**src/rtl/rxd_pkg.sv**
```systemverilog
// Shared field positions and state encoding for the receive ring writer.
// Assumes a 32-bit memory word and 16-byte descriptors.
package rxd_pkg;
    localparam int OWN_BIT  = 31;   // word 0: hardware owns the entry
    localparam int ERR_BIT  = 30;   // word 0: frame error marker
    localparam int OVF_BIT  = 29;   // word 0: frame truncated
    localparam int BAD_BIT  = 28;   // word 0: buffer address rejected
    localparam int EOR_BIT  = 31;   // word 1: last entry of the ring
    localparam int LEN_W    = 11;   // length / size field width
    localparam int PAD_W    = 32 - 4 - LEN_W;
    localparam logic [31:0] CTL1_OFF = 32'd4;
    localparam logic [31:0] BUFP_OFF = 32'd8;

    typedef enum logic [3:0] {
        S_IDLE, S_RD0, S_RD1, S_RD2, S_RECV, S_WRW, S_DROP, S_SKIP, S_WB
    } rxd_state_t;
endpackage

```
**src/rtl/rxd_ring_ptr.sv**
```systemverilog
// Ring base register and entry index; produces the current descriptor address.
// Assumes base writes happen while no frame is in progress.
module rxd_ring_ptr #(
    parameter int IDX_W = 8
) (
    input  logic        clk,
    input  logic        rst_n,
    input  logic        base_we,
    input  logic [31:0] base_in,
    input  logic        adv,
    input  logic        wrap,
    output logic [31:0] desc_addr
);
    localparam int ZPAD = 32 - IDX_W;

    logic [31:0]      base_q;
    logic [IDX_W-1:0] idx_q;

    // Base register load (16-byte aligned) and index stepping / wrap.
    always_ff @(posedge clk) begin
        if (!rst_n) begin
            base_q <= '0;
            idx_q  <= '0;
        end else if (base_we) begin
            base_q <= base_in & ~32'hF;
            idx_q  <= '0;
        end else if (adv) begin
            idx_q <= wrap ? '0 : idx_q + 1'b1;
        end
    end

    assign desc_addr = base_q + ({{ZPAD{1'b0}}, idx_q} << 4);
endmodule

```
**src/rtl/rxd_packer.sv**
```systemverilog
// Gathers frame bytes into one memory word with per-lane enables.
// Assumes bytes arrive in ascending address order and a clear follows a full word.
module rxd_packer (
    input  logic        clk,
    input  logic        rst_n,
    input  logic        load,
    input  logic [31:0] load_addr,
    input  logic        push,
    input  logic [7:0]  push_byte,
    input  logic        clear,
    output logic [31:0] word,
    output logic [3:0]  be,
    output logic [29:0] waddr,
    output logic        full,
    output logic        pend
);
    logic [31:0] ptr_q;
    logic [31:0] word_q;
    logic [3:0]  be_q;
    logic [29:0] wa_q;
    logic [1:0]  lane;

    assign lane = ptr_q[1:0];

    // Byte pointer, word assembly and lane enables.
    always_ff @(posedge clk) begin
        if (!rst_n) begin
            ptr_q  <= '0;
            word_q <= '0;
            be_q   <= '0;
            wa_q   <= '0;
        end else if (load) begin
            ptr_q  <= load_addr;
            word_q <= '0;
            be_q   <= '0;
        end else begin
            if (clear) begin
                word_q <= '0;
                be_q   <= '0;
            end
            if (push) begin
                word_q[{lane, 3'b000} +: 8] <= push_byte;
                be_q[lane] <= 1'b1;
                ptr_q      <= ptr_q + 32'd1;
                if (be_q == 4'b0000) wa_q <= ptr_q[31:2];
            end
        end
    end

    assign word  = word_q;
    assign be    = be_q;
    assign waddr = wa_q;
    assign full  = be_q[3];
    assign pend  = |be_q;
endmodule

```
**src/rtl/rxd_engine.sv**
```systemverilog
// Frame sequencer: fetches the descriptor, checks ownership and buffer
// address, streams bytes through the packer, and writes back status.
// Assumes one outstanding memory request and a frame starts with rx_sof.
module rxd_engine
    import rxd_pkg::*;
#(
    parameter int MISS_W = 16
) (
    input  logic              clk,
    input  logic              rst_n,
    input  logic              rx_valid,
    input  logic              rx_sof,
    input  logic              rx_eof,
    input  logic              rx_err,
    output logic              rx_ready,
    input  logic [31:0]       desc_addr,
    output logic              ptr_adv,
    output logic              ptr_wrap,
    output logic              pk_load,
    output logic [31:0]       pk_load_addr,
    output logic              pk_push,
    output logic              pk_clear,
    input  logic              pk_full,
    input  logic              pk_pend,
    input  logic [31:0]       pk_word,
    input  logic [3:0]        pk_be,
    input  logic [29:0]       pk_waddr,
    output logic              mem_req,
    output logic              mem_we,
    output logic [31:0]       mem_addr,
    output logic [31:0]       mem_wdata,
    output logic [3:0]        mem_be,
    input  logic              mem_ack,
    input  logic [31:0]       mem_rdata,
    output logic              wb_done,
    output logic [MISS_W-1:0] missed_count
);
    rxd_state_t        state_q;
    logic [LEN_W-1:0]  size_q;
    logic [LEN_W-1:0]  cnt_q;
    logic              eor_q, ovf_q, err_q, bad_q, eof_q, done_q;
    logic [MISS_W-1:0] miss_q;
    logic              accept, room, bad_addr;
    logic [31:0]       wb_word;

    assign accept   = rx_valid && rx_ready;
    assign room     = cnt_q < size_q;
    assign bad_addr = mem_rdata[0] || !mem_rdata[1];
    assign wb_word  = {1'b0, err_q, ovf_q, bad_q, {PAD_W{1'b0}}, cnt_q};

    // Handshake and memory request decode for the current state.
    always_comb begin
        rx_ready  = 1'b0;
        mem_req   = 1'b0;
        mem_we    = 1'b0;
        mem_addr  = desc_addr;
        mem_wdata = '0;
        mem_be    = 4'hF;
        case (state_q)
            S_IDLE: rx_ready = !(rx_valid && rx_sof);
            S_RD0:  mem_req  = 1'b1;
            S_RD1: begin
                mem_req  = 1'b1;
                mem_addr = desc_addr + CTL1_OFF;
            end
            S_RD2: begin
                mem_req  = 1'b1;
                mem_addr = desc_addr + BUFP_OFF;
            end
            S_RECV: rx_ready = !eof_q && !pk_full;
            S_WRW: begin
                mem_req   = 1'b1;
                mem_we    = 1'b1;
                mem_addr  = {pk_waddr, 2'b00};
                mem_wdata = pk_word;
                mem_be    = pk_be;
            end
            S_DROP, S_SKIP: rx_ready = 1'b1;
            S_WB: begin
                mem_req   = 1'b1;
                mem_we    = 1'b1;
                mem_wdata = wb_word;
            end
            default: ;
        endcase
    end

    // Sequencing, per-frame status capture and the missed-frame count.
    always_ff @(posedge clk) begin
        if (!rst_n) begin
            state_q <= S_IDLE;
            size_q  <= '0;
            cnt_q   <= '0;
            eor_q   <= 1'b0;
            ovf_q   <= 1'b0;
            err_q   <= 1'b0;
            bad_q   <= 1'b0;
            eof_q   <= 1'b0;
            done_q  <= 1'b0;
            miss_q  <= '0;
        end else begin
            done_q <= (state_q == S_WB) && mem_ack;
            case (state_q)
                S_IDLE: if (rx_valid && rx_sof) state_q <= S_RD0;
                S_RD0: if (mem_ack) begin
                    if (mem_rdata[OWN_BIT]) begin
                        state_q <= S_RD1;
                    end else begin
                        miss_q  <= miss_q + 1'b1;
                        state_q <= S_DROP;
                    end
                end
                S_RD1: if (mem_ack) begin
                    size_q  <= mem_rdata[LEN_W-1:0];
                    eor_q   <= mem_rdata[EOR_BIT];
                    state_q <= S_RD2;
                end
                S_RD2: if (mem_ack) begin
                    cnt_q   <= '0;
                    ovf_q   <= 1'b0;
                    err_q   <= 1'b0;
                    eof_q   <= 1'b0;
                    bad_q   <= bad_addr;
                    state_q <= bad_addr ? S_SKIP : S_RECV;
                end
                S_RECV: begin
                    if (accept) begin
                        if (room) cnt_q <= cnt_q + 1'b1;
                        else      ovf_q <= 1'b1;
                        if (rx_eof) begin
                            eof_q <= 1'b1;
                            err_q <= rx_err;
                        end
                    end else if (eof_q) begin
                        state_q <= pk_pend ? S_WRW : S_WB;
                    end else if (pk_full) begin
                        state_q <= S_WRW;
                    end
                end
                S_WRW:  if (mem_ack) state_q <= S_RECV;
                S_DROP: if (accept && rx_eof) state_q <= S_IDLE;
                S_SKIP: if (accept && rx_eof) state_q <= S_WB;
                S_WB:   if (mem_ack) state_q <= S_IDLE;
                default: state_q <= S_IDLE;
            endcase
        end
    end

    assign pk_load      = (state_q == S_RD2) && mem_ack && !bad_addr;
    assign pk_load_addr = mem_rdata;
    assign pk_push      = (state_q == S_RECV) && accept && room;
    assign pk_clear     = (state_q == S_WRW) && mem_ack;
    assign ptr_adv      = (state_q == S_WB) && mem_ack;
    assign ptr_wrap     = eor_q;
    assign wb_done      = done_q;
    assign missed_count = miss_q;
endmodule

```
**src/rtl/rxd_dma_writer.sv**
```systemverilog
// Top of the receive descriptor ring writer: ring pointer, byte packer and
// frame sequencer. Assumes memory at the far side acknowledges every request.
module rxd_dma_writer #(
    parameter int IDX_W  = 8,
    parameter int MISS_W = 16
) (
    input  logic              clk,
    input  logic              rst_n,
    input  logic              base_we,
    input  logic [31:0]       base_addr,
    input  logic              rx_valid,
    output logic              rx_ready,
    input  logic [7:0]        rx_data,
    input  logic              rx_sof,
    input  logic              rx_eof,
    input  logic              rx_err,
    output logic              mem_req,
    output logic              mem_we,
    output logic [31:0]       mem_addr,
    output logic [31:0]       mem_wdata,
    output logic [3:0]        mem_be,
    input  logic              mem_ack,
    input  logic [31:0]       mem_rdata,
    output logic              wb_done,
    output logic [MISS_W-1:0] missed_count
);
    logic [31:0] desc_addr;
    logic        ptr_adv, ptr_wrap;
    logic        pk_load, pk_push, pk_clear, pk_full, pk_pend;
    logic [31:0] pk_load_addr, pk_word;
    logic [3:0]  pk_be;
    logic [29:0] pk_waddr;

    rxd_ring_ptr #(.IDX_W(IDX_W)) u_ptr (
        .clk       (clk),
        .rst_n     (rst_n),
        .base_we   (base_we),
        .base_in   (base_addr),
        .adv       (ptr_adv),
        .wrap      (ptr_wrap),
        .desc_addr (desc_addr)
    );

    rxd_packer u_pack (
        .clk       (clk),
        .rst_n     (rst_n),
        .load      (pk_load),
        .load_addr (pk_load_addr),
        .push      (pk_push),
        .push_byte (rx_data),
        .clear     (pk_clear),
        .word      (pk_word),
        .be        (pk_be),
        .waddr     (pk_waddr),
        .full      (pk_full),
        .pend      (pk_pend)
    );

    rxd_engine #(.MISS_W(MISS_W)) u_eng (
        .clk          (clk),
        .rst_n        (rst_n),
        .rx_valid     (rx_valid),
        .rx_sof       (rx_sof),
        .rx_eof       (rx_eof),
        .rx_err       (rx_err),
        .rx_ready     (rx_ready),
        .desc_addr    (desc_addr),
        .ptr_adv      (ptr_adv),
        .ptr_wrap     (ptr_wrap),
        .pk_load      (pk_load),
        .pk_load_addr (pk_load_addr),
        .pk_push      (pk_push),
        .pk_clear     (pk_clear),
        .pk_full      (pk_full),
        .pk_pend      (pk_pend),
        .pk_word      (pk_word),
        .pk_be        (pk_be),
        .pk_waddr     (pk_waddr),
        .mem_req      (mem_req),
        .mem_we       (mem_we),
        .mem_addr     (mem_addr),
        .mem_wdata    (mem_wdata),
        .mem_be       (mem_be),
        .mem_ack      (mem_ack),
        .mem_rdata    (mem_rdata),
        .wb_done      (wb_done),
        .missed_count (missed_count)
    );
endmodule

```
**config.mk**
```make
export PLATFORM = sky130hd
export DESIGN_NAME = rxd_dma_writer
export DESIGN_NICKNAME = d
export VERILOG_FILES = /design/src/rtl/rxd_pkg.sv /design/src/rtl/rxd_ring_ptr.sv /design/src/rtl/rxd_packer.sv /design/src/rtl/rxd_engine.sv /design/src/rtl/rxd_dma_writer.sv
export SDC_FILE = /design/constraint.sdc
export NUM_CORES = 1
export LEC_CHECK = 0
export ABC_CLOCK_PERIOD_IN_PS = 4000
export BUFFER_PORTS_ARGS = -buffer_cell sky130_fd_sc_hd__buf_2
export CAP_MARGIN = 30
export CORE_MARGIN = 3
export CORE_UTILIZATION = 44
export DETAILED_ROUTE_END_ITERATION = 7
export PLACE_DENSITY = 0.65
export SLEW_MARGIN = 15
export SYNTH_ARGS = -nofsm -noshare
export SYNTH_HDL_FRONTEND = slang
export SYNTH_SLANG_ARGS = --single-unit
```
**constraint.sdc**
```tcl
create_clock -name clk -period 4 [get_ports clk]
set_input_delay 0.2 -clock clk [delete_from_list [all_inputs] [get_ports clk]]
set_output_delay 0.2 -clock clk [all_outputs]
set_load 0.02 [all_outputs]
```
==> results.tsv, run 1 <==
stage	metric	value	unit
layout	layout-drive-gt1-share	17.9	%
sta	final-hold-violation-count	0	
critical_path	crit_chain	ha_1, fa_1, a21o_1, a21oi_1, o21ai_0, nand2_1, or4_1, nand3_1, buf_2	
logic_synthesis	syn_inst	1187	
layout	mostFrequentLayoutCell	dfxtp_1	
drt	avgRoutedWirePerCell	16.4	um
floorplan	floorplan.die.height	154	um
critical_path	critical_path.reg2reg.endpoint	u_pack.word[11]	
drt	vias	9004	
critical_path	worst-r2r-cell-count	7	
grt	grt_pass1_vias	8154	
sta	final_period_utilization	87.1	%
placement	place.detailed.hpwl	19000	um
placement	dpl_cell_area	10600	um2
floorplan	floorplan.die.width	154	um
flow_run	maximum_capacitance_violations	0	
critical_path	path_buf_inv	1	
floorplan	initial_standard_cell_utilization_of_the_core	45.2	%
sta	timing.final.setup_violations	0	
clock_network	cts.htree.levels	4	
critical_path	criticalPathCategory	reg -> out	
power	p_leak	4.52	nW
sta	clock.fmax	287	MHz
logic_synthesis	number_of_distinct_library_cells_after_synthesis	73	
power	power.density_cell_area	386	nW/um2
layout	layout_area_overhead	18.1	%
drt	drt_pre_antenna_iters	5	
critical_path	crit_path_start	u_ptr.idx_q[0]	
critical_path	worst_r2r_startpoint	u_eng.cnt_q[4]	
worst_hold_path	hold_start	base_addr[6]	
worst_hold_path	worst_hold_path.endpoint	u_ptr.base_q[6]	
critical_path	worst_path_max_delay_cell	o21ai_0	
sta	grt_setup_unrepaired	false	
floorplan	top_level_ports	168	
grt	antenna_found_initial	0	
grt	grt_start_max_net_pins	56	
placement	port-buffer-count	161	
drt	post_detailed_route_drc_marker_count	0	
sta	final_setup_tns	0	ps
clock_network	max-clock-path-buffers	2	
critical_path	worst-endpoint-arrival	3280	ps
critical_path	startpoint_type	flip-flop	
layout	finalNetCount	1441	
power	max-vdd-ir-drop	0.264	mV
outcome	status	complete, no violations	
logic_synthesis	postSynthAreaPerCell	8.07	um2
floorplan	floorplan.die_area	23600	um2
layout	n_antenna_cell	0	
grt	overflow	0	
logic_synthesis	ys_ff_latch	182	
logic_synthesis	async_sr_flop_fraction	0	%
drt	drt_wl_total	26600	um
logic_synthesis	ys.warnings.count	0	
critical_path	cp_slowest_stage_delay	560	ps
drt	initialDrtViolationCount	548	
logic_synthesis	post_synth_edffs	0	
placement	gp_congestion	0.859	
clock_network	cts_tree	done	
sta	tightest_slew	981	ps
critical_path	path_max_fanout	9	
placement	placed_cells_incl_taps	1575	
layout	final_design_area_no_fill	11300	um2
critical_path	r2r_slack	940	ps
floorplan	fp-row-count	53	
power	p_total	4.38	mW
worst_hold_path	holdCritPathClass	in -> reg	
grt	grt.total_usage	21.9	%
logic_synthesis	synth_sequential_area_ratio	38.0	%
logic_synthesis	post_synth_instance_area	9580	um2
drt	avgViaCountPerCell	5.56	
sta	pins_over_slew_limit	0	
layout	layout.cells.most_common_list	182 x dfxtp_1, 165 x nand2_1, 163 x buf_2	
logic_synthesis	synth_flop_cell	dfxtp_1	
clock_network	number_of_buffers_created_by_cts	17	
sta	max_slew_margin	34.3	%
critical_path	worstPathRequired	3800	ps
clock_network	clk_transition_reported_paths	70	ps
sta	final.min_clock_period	3480	ps
clock_network	root_buffer	clkbuf_16	
clock_network	cts_setup_buffers	0	
drt	drtAntennaViolNets	0	
critical_path	cpLargestDelayFamily	simple AND/OR/NAND/NOR gates	
clock_network	clock_sink_count	182	
sta	minimum_hold_slack	7.68	ps
layout	final_cells	1619	
floorplan	core_region_area	21200	um2
critical_path	worst_setup_path_end_kind	primary output	
clock_network	clkLatencyLatePin	430	ps
grt	grt_pass1_wl	43200	um
worst_hold_path	hold_path_depth	3	
sta	fin_skew	11.0	ps
-- worst min-delay path: stages --
cell	delay, ps
buf_2	70
mux2i_1	50
nor2_1	80
-- registers in the layout (all words and copies together), names as in the netlist, 4 cells and up --
signal	flops
u_pack.ptr_q	32
u_pack.word	32
u_pack.waddr	30
u_ptr.base_q	28
u_eng.missed_count	16
u_eng.cnt_q	11
u_eng.size_q	11
u_ptr.idx_q	8
u_eng.state_q	4
u_pack.be	4
-- final cells by class --
cell class	count	area, um2
flip-flops and latches	182	3640
clock inverters	15	143
fillers	2051	9900
well taps	275	344
repair buffers	196	1100
multi-input cells	900	5540
inverters	34	128
clock buffers	17	425
-- report_power, final --
| part | switching [mW] | internal, mW |
|---|---|---|
| clock | 0.800 | 0.822 |
| sequential | 0.0960 | 1.86 |
| combinational | 0.500 | 0.293 |
| total | 1.40 | 2.98 |
-- logic make-up (layout without fill, tap and decap cells) --
group | count (synthesis) | in the layout | share of synthesized area (%)
compound gates | 278 | 278 | 18.8
xor+xnor | 38 | 38 | 3.47
fa+ha+maj | 30 | 30 | 3.99
buf+inv | 106 | 262 | 4.48
flops | 182 | 182 | 38.0
mux | 62 | 62 | 6.54
other cells | 1 | 2 | 0.0391
simple gates | 490 | 490 | 24.7
-- stage by stage --
stage	setup WS, ps	utilization (%)
floorplan	1430	-
global placement	1030	49.9
detailed placement	1010	50.1
CTS	536	53.3
global route	339	53.3
finish	518	53.3
-- cell usage after synthesis, types with 3 or more instances --
cell | n | share of area, %
a211oi_1 | 8 | 0.63
a21o_1 | 13 | 1.0
a21oi_1 | 79 | 4.1
a22o_1 | 22 | 2.0
a22oi_1 | 6 | 0.47
a311oi_1 | 4 | 0.37
a31oi_1 | 13 | 0.85
and2_1 | 12 | 0.78
and3_1 | 32 | 2.1
and4_1 | 6 | 0.55
buf_2 | 6 | 0.31
buf_4 | 4 | 0.31
clkbuf_1 | 59 | 2.3
dfxtp_1 | 182 | 38
ha_1 | 29 | 3.8
inv_1 | 34 | 1.3
mux2_2 | 5 | 0.59
mux2i_1 | 57 | 6.0
nand2_1 | 165 | 6.5
nand2b_1 | 10 | 0.65
nand3_1 | 62 | 3.2
nand4_1 | 19 | 1.2
nor2_1 | 104 | 4.1
nor2b_1 | 5 | 0.33
nor3_1 | 25 | 1.3
nor4_1 | 11 | 0.72
o2111ai_1 | 4 | 0.37
o211ai_1 | 4 | 0.31
o21a_1 | 9 | 0.70
o21ai_0 | 73 | 3.8
o22ai_1 | 6 | 0.39
o31a_1 | 3 | 0.27
o31ai_1 | 9 | 0.70
or3_1 | 11 | 0.72
or4_1 | 15 | 1.2
xnor2_1 | 26 | 2.4
xor2_1 | 12 | 1.1
-- per-layer routing --
layer,vias to the layer above,GRT usage (%),part of all wire [%]
li1,4534,-,-
met1,4179,30.8,47
met2,263,35.3,46
met3,28,3.80,5.3
met4,0,5.21,1.3
met5,-,0,0
-- worst max path at each step --
stage / end / slack [ps] / depth (start not counted)
floorplan: mem_addr[29] / 1430 / 7
global placement: u_pack.word[15] / 1030 / 7
detailed placement: u_pack.ptr_q[9] / 1010 / 7
CTS: mem_addr[22] / 540 / 9
global route: mem_addr[22] / 340 / 9
finish: mem_addr[22] / 520 / 9
-- timing repair --
action,in CTS,in global routing
hold buffers,11,0
resized for setup,0,0
hold endpoints to repair,11,0
Note: power is estimated with default switching activity, not from simulation.
==> run 2: changes to the inputs <==
- REMOVE_ABC_BUFFERS: not set -> 1
==> results.tsv, run 2 (synthesized netlist as in run 1, its figures left out) <==
stage	metric	value	unit	change
outcome	status	complete, no violations		unchanged
clock_network	root_buffer	clkbuf_16		unchanged
critical_path	crit_path_start	u_ptr.idx_q[0]		unchanged
critical_path	r2r_slack	910	ps	was 940 ps
sta	timing.final.setup_violations	0		unchanged
clock_network	clk_transition_reported_paths	80	ps	was 70 ps
floorplan	floorplan.die.height	154	um	unchanged
grt	grt_pass1_wl	43900	um	was 43200 um
critical_path	worst_setup_path_end_kind	primary output		unchanged
grt	grt_start_max_net_pins	70		was 56
critical_path	worstPathRequired	3800	ps	about the same
drt	avgRoutedWirePerCell	16.8	um	was 16.4 um
critical_path	cpLargestDelayFamily	compound AO/OA/AOI/OAI gates		was simple AND/OR/NAND/NOR gates
placement	place.detailed.hpwl	19200	um	was 19000 um
grt	antenna_found_initial	2		was 0
floorplan	fp-row-count	53		unchanged
critical_path	worst_r2r_startpoint	u_eng.cnt_q[4]		unchanged
grt	met1_use_gr	29.2	%	was 30.8%
layout	mostFrequentLayoutCell	dfxtp_1		unchanged
critical_path	critPathMostFrequentCell	o21ai_0		
critical_path	path_max_fanout	9		unchanged
sta	clock.fmax	308	MHz	was 287 MHz
layout	layout_area_overhead	18.6	%	was 18.1%
floorplan	top_level_ports	168		unchanged
sta	pins_over_slew_limit	0		unchanged
drt	drt_pre_antenna_iters	5		unchanged
floorplan	floorplan.die_area	23600	um2	unchanged
placement	gp_congestion	0.845		was 0.859
sta	minimum_hold_slack	7.07	ps	was 7.68 ps
layout	filler_cell_count	2066		was 2051
clock_network	cts.htree.levels	4		unchanged
critical_path	worst-r2r-cell-count	8		was 7
drt	initialDrtViolationCount	588		was 548
critical_path	criticalPathCategory	reg -> out		unchanged
critical_path	worstSetupEndpoint	mem_addr[16]		was mem_addr[22]
floorplan	initial_standard_cell_utilization_of_the_core	45.2	%	unchanged
critical_path	cp_num_cells	10		was 9
grt	grt.total_usage	22.4	%	was 21.9%
layout	layout.cells.most_common_list	182 x dfxtp_1, 165 x nand2_1, 161 x buf_2		was 182 x dfxtp_1, 165 x nand2_1, 163 x buf_2
grt	grtUsageMet3	4.25	%	was 3.80%
clock_network	hold_buffers	9		was 11
power	p_leak	4.56	nW	was 4.52 nW
clock_network	cts_setup_buffers	0		unchanged
sta	fin_skew	12.8	ps	was 11.0 ps
power	p_total	4.47	mW	was 4.38 mW
grt	overflow	0		unchanged
sta	max_slew_margin	42.9	%	was 34.3%
grt	grt.busiest_layer	met2		unchanged
clock_network	max-clock-path-buffers	2		unchanged
layout	layout-drive-gt1-share	17.9	%	about the same
drt	drtAntennaViolNets	0		unchanged
grt	groute.layer.met2.usage	37.2	%	was 35.3%
critical_path	startpoint_type	flip-flop		unchanged
clock_network	clock_sink_count	182		unchanged
critical_path	worst_path_max_delay_cell	fa_1		was o21ai_0
layout	footprint_of_the_multi_input_gates	5540	um2	about the same
worst_hold_path	holdCritPathClass	in -> reg		unchanged
clock_network	cts_tree	done		unchanged
flow_run	maximum_capacitance_violations	0		unchanged
drt	drt_wl_total	27200	um	was 26600 um
critical_path	critical_path.reg2reg.endpoint	u_pack.ptr_q[14]		was u_pack.word[11]
clock_network	number_of_buffers_created_by_cts	17		unchanged
drt	avgViaCountPerCell	5.60		was 5.56
placement	port-buffer-count	161		unchanged
sta	final.min_clock_period	3240	ps	was 3480 ps
critical_path	worst-endpoint-arrival	3040	ps	was 3280 ps
clock_network	cts_resized	0		unchanged
floorplan	floorplan.die.width	154	um	unchanged
power	max-vdd-ir-drop	0.244	mV	was 0.264 mV
grt	grt_pass1_vias	8701		was 8154
layout	finalNetCount	1440		was 1441
sta	final-hold-violation-count	0		unchanged
sta	grt_setup_unrepaired	false		unchanged
sta	tightest_slew	857	ps	was 981 ps
clock_network	clkLatencyLatePin	440	ps	was 430 ps
floorplan	core_region_area	21200	um2	unchanged
critical_path	path_buf_inv	2		was 1
power	power.density_cell_area	393	nW/um2	was 386 nW/um2
layout	layout.area.seq	3640	um2	unchanged
drt	vias	9070		was 9004
sta	final_period_utilization	81.1	%	was 87.1%
critical_path	crit_chain	ha_1, fa_1, a21o_1, a21oi_1, o21ai_0, buf_4, nand2_1, o21ai_0, a31oi_1, buf_2		was ha_1, fa_1, a21o_1, a21oi_1, o21ai_0, nand2_1, or4_1, nand3_1, buf_2
sta	final_setup_tns	0	ps	unchanged
drt	post_detailed_route_drc_marker_count	0		unchanged
layout	post-route-util	53.6	%	was 53.3%
critical_path	cp_slowest_stage_delay	430	ps	was 560 ps
-- run 2: layer usage --
metal	part of all wire, %	routed length [um]	vias up
li1	-	-	4543
met1	46	12400	4226
met2	46	12600	254
met3	5.4	1470	45
met4	2.3	631	2
met5	0.048	13	-
-- run 2: worst register-to-register path, stage by stage, from the launching register on --
cell      delay, ps
dfxtp_1         490
ha_1            310
a21o_1          180
a221oi_1        430
o21ai_0         310
a211oi_4        290
buf_4           440
mux2_2          400
o21a_1          160
-- run 2: report_power, final --
part	switching, mW	internal [mW]	total (mW)
clock	0.778	0.943	1.72
sequential	0.0970	1.86	1.96
combinational	0.496	0.293	0.789
total	1.37	3.10	4.47
-- run 2: through the flow --
step                      std cells  instance area (um2)  setup WS (ps)
after floorplan                1116                 9290            405
after global placement         1574                10600            943
after detailed placement       1574                10600            883
after CTS                      1615                11300            649
after global routing           1619                11400            606
final                          1620                11400            758
-- run 2: worst min-delay path by stage --
stage / depth (start not counted) / endpoint / start / slack [ps]
final: 3 / u_ptr.base_q[7] / base_addr[7] / 7
after global routing: 3 / u_ptr.base_q[17] / base_addr[17] / 10
after CTS: 3 / u_ptr.base_q[7] / base_addr[7] / 0.5
after detailed placement: 3 / u_pack.ptr_q[7] / mem_rdata[7] / 440
after global placement: 3 / u_ptr.base_q[7] / base_addr[7] / 440
after floorplan: 1 / u_pack.word[10] / rx_data[2] / 330
-- run 2: cell type report --
type                            count  area share [%]
Timing Repair Buffer              195            9.82
Sequential cell                   182            32.0
Clock buffer                       18            3.77
Tap cell                          275            3.03
Inverter                           34            1.12
Clock inverter                     14            1.43
Multi-Input combinational cell    900            48.7
Antenna cell                        2          0.0440
==> run 3: changes to the inputs <==
- ABC_CLOCK_PERIOD_IN_PS: 4000 -> 3400
- clock period: 4 -> 3.4 ns (I/O delays scaled with it)
==> results.tsv, run 3 (synthesized netlist as in run 1, its figures left out) <==
stage	metric	value	unit	change
drt	drtAntennaViolNets	0		unchanged
flow_run	maximum_capacitance_violations	0		unchanged
critical_path	worst-endpoint-arrival	2960	ps	was 3040 ps
clock_network	number_of_buffers_created_by_cts	17		unchanged
grt	overflow	0		unchanged
drt	initialDrtViolationCount	725		was 588
clock_network	clkLatencyLatePin	440	ps	about the same
sta	fin_skew	11.0	ps	was 12.8 ps
floorplan	core_region_area	21200	um2	unchanged
layout	n_antenna_cell	0		was 2
critical_path	worstPathRequired	3230	ps	was 3800 ps
grt	grt_pass1_vias	8831		was 8701
drt	drt_wl_total	27700	um	was 27200 um
power	p_total	5.28	mW	was 4.47 mW
placement	placed_cells_incl_taps	1589		was 1574
sta	final.min_clock_period	3130	ps	
layout	final_cells	1655		was 1620
layout	layout_area_overhead	21.8	%	was 18.6%
floorplan	fp-row-count	53		unchanged
sta	minimum_hold_slack	15.1	ps	was 7.07 ps
floorplan	floorplan.die.height	154	um	unchanged
power	p_leak	4.71	nW	was 4.56 nW
critical_path	path_max_fanout	9		unchanged
drt	post_detailed_route_drc_marker_count	0		unchanged
grt	grt_pass1_wl	45400	um	was 43900 um
sta	final_period_utilization	92.1	%	
grt	antenna_found_initial	0		was 2
sta	clock.fmax	319	MHz	
grt	grt.total_usage	23.1	%	was 22.4%
floorplan	top_level_ports	168		unchanged
floorplan	initial_standard_cell_utilization_of_the_core	45.2	%	unchanged
sta	max_slew_margin	39.5	%	was 42.9%
floorplan	floorplan.die.width	154	um	unchanged
critical_path	criticalPathCategory	reg -> out		unchanged
sta	final-hold-violation-count	0		unchanged
sta	tightest_slew	907	ps	was 857 ps
clock_network	cts.htree.levels	4		unchanged
layout	filler_cell_count	2044		was 2066
outcome	status	complete, no violations		unchanged
sta	timing.final.setup_violations	0		unchanged
critical_path	worst_setup_path_end_kind	primary output		unchanged
sta	pins_over_slew_limit	0		unchanged
layout	mostFrequentLayoutCell	dfxtp_1		unchanged
clock_network	max-clock-path-buffers	2		unchanged
drt	vias	9241		was 9070
power	max-vdd-ir-drop	0.375	mV	was 0.244 mV
power	power.density_cell_area	452	nW/um2	was 393 nW/um2
drt	avgViaCountPerCell	5.58		was 5.60
layout	layout-drive-gt1-share	18.3	%	was 17.9%
placement	gp_congestion	0.850		was 0.845
placement	port-buffer-count	161		unchanged
clock_network	clock_sink_count	182		unchanged
clock_network	clk_transition_reported_paths	80	ps	about the same
critical_path	startpoint_type	flip-flop		unchanged
layout	layout.cells.most_common_list	182 x dfxtp_1, 165 x nand2_1, 162 x buf_2		was 182 x dfxtp_1, 165 x nand2_1, 161 x buf_2
clock_network	cts_tree	done		unchanged
floorplan	floorplan.die_area	23600	um2	unchanged
worst_hold_path	holdCritPathClass	in -> reg		unchanged
layout	finalNetCount	1477		was 1440
drt	drt_pre_antenna_iters	7		was 5
grt	grt_start_max_net_pins	56		was 70
sta	grt_setup_unrepaired	false		unchanged
clock_network	root_buffer	clkbuf_16		unchanged
drt	avgRoutedWirePerCell	16.7	um	was 16.8 um
placement	place.detailed.hpwl	19400	um	was 19200 um
[run 3: cell count changes in the layout (fill, tap and decap cells not counted), moves of 2 or more]
cell | previous run | this run
buf_4 | 21 | 35
clkbuf_4 | 2 | 0
clkinv_4 | 1 | 3
diode_2 | 2 | 0
dlygate4sd3_1 | 9 | 34
inv_6 | 7 | 5
[run 3: final cells by class]
class	instances	area [um2]	share of cell area [%]
sequential	182	3640	31.2
clock buffer	17	425	3.65
tap	275	344	2.95
multi-input combinational	900	5540	47.4
timing repair buffer	232	1430	12.3
clock inverter	15	160	1.37
inverter	34	128	1.09
[run 3: where the power goes]
group	leakage, nW	internal, mW	switching [mW]
Combinational	2.94	0.378	0.632
Sequential	1.47	2.19	0.0716
Clock	0.291	1.04	0.958
[run 3: path summary, 6_finish.rpt]
path | startpoint | end | slack (ps) | cells after the start
setup / recovery | u_ptr.idx_q[0] | mem_addr[16] | 270 | 9
hold / removal | rx_data[1] | u_pack.word[9] | 20 | 2
hold reg to reg | u_pack.waddr[6] | u_pack.waddr[6] | 450 | 2
setup reg to reg | u_eng.cnt_q[6] | u_pack.ptr_q[26] | 460 | 8
[run 3: what timing repair did]
action                                  CTS  global route
endpoints found under the setup margin    0             2
hold endpoints to repair                 35             0
hold buffers                             34             0
buffers inserted                          0             0
resized for setup                         0             1
[run 3: through the flow]
step | utilization (%) | instance area [um2] | setup WS [ps] | TNS (ps)
3_3_place_gp | 50.6 | 10700 | 558 | 0
6_report | 55.0 | 11700 | 270 | 0
3_5_place_dp | 50.6 | 10700 | 510 | 0
4_1_cts | 55.0 | 11700 | 232 | 0
2_1_floorplan | - | 9290 | -195 | -1600
5_1_grt | 55.0 | 11700 | 11.4 | 0
[run 3: per-layer routing]
layer / wire length, um / vias up / track usage [%] / part of all wire, %
li1: - / 4627 / - / -
met1: 12700 / 4301 / 30.6 / 46
met2: 13000 / 265 / 38.9 / 47
met3: 1430 / 48 / 4.02 / 5.2
met4: 562 / 0 / 6.77 / 2.0
met5: 0 / - / 0 / 0
[run 3: critical path, cell delays in order, from the launching register on]
cell and delay (ps):
dfxtp_1 360, ha_1 240, fa_1 420, a21o_1 200, a21oi_1 360, o21ai_1 150, nand2_1 260, o21ai_0 140
a31oi_1 190, buf_2 200
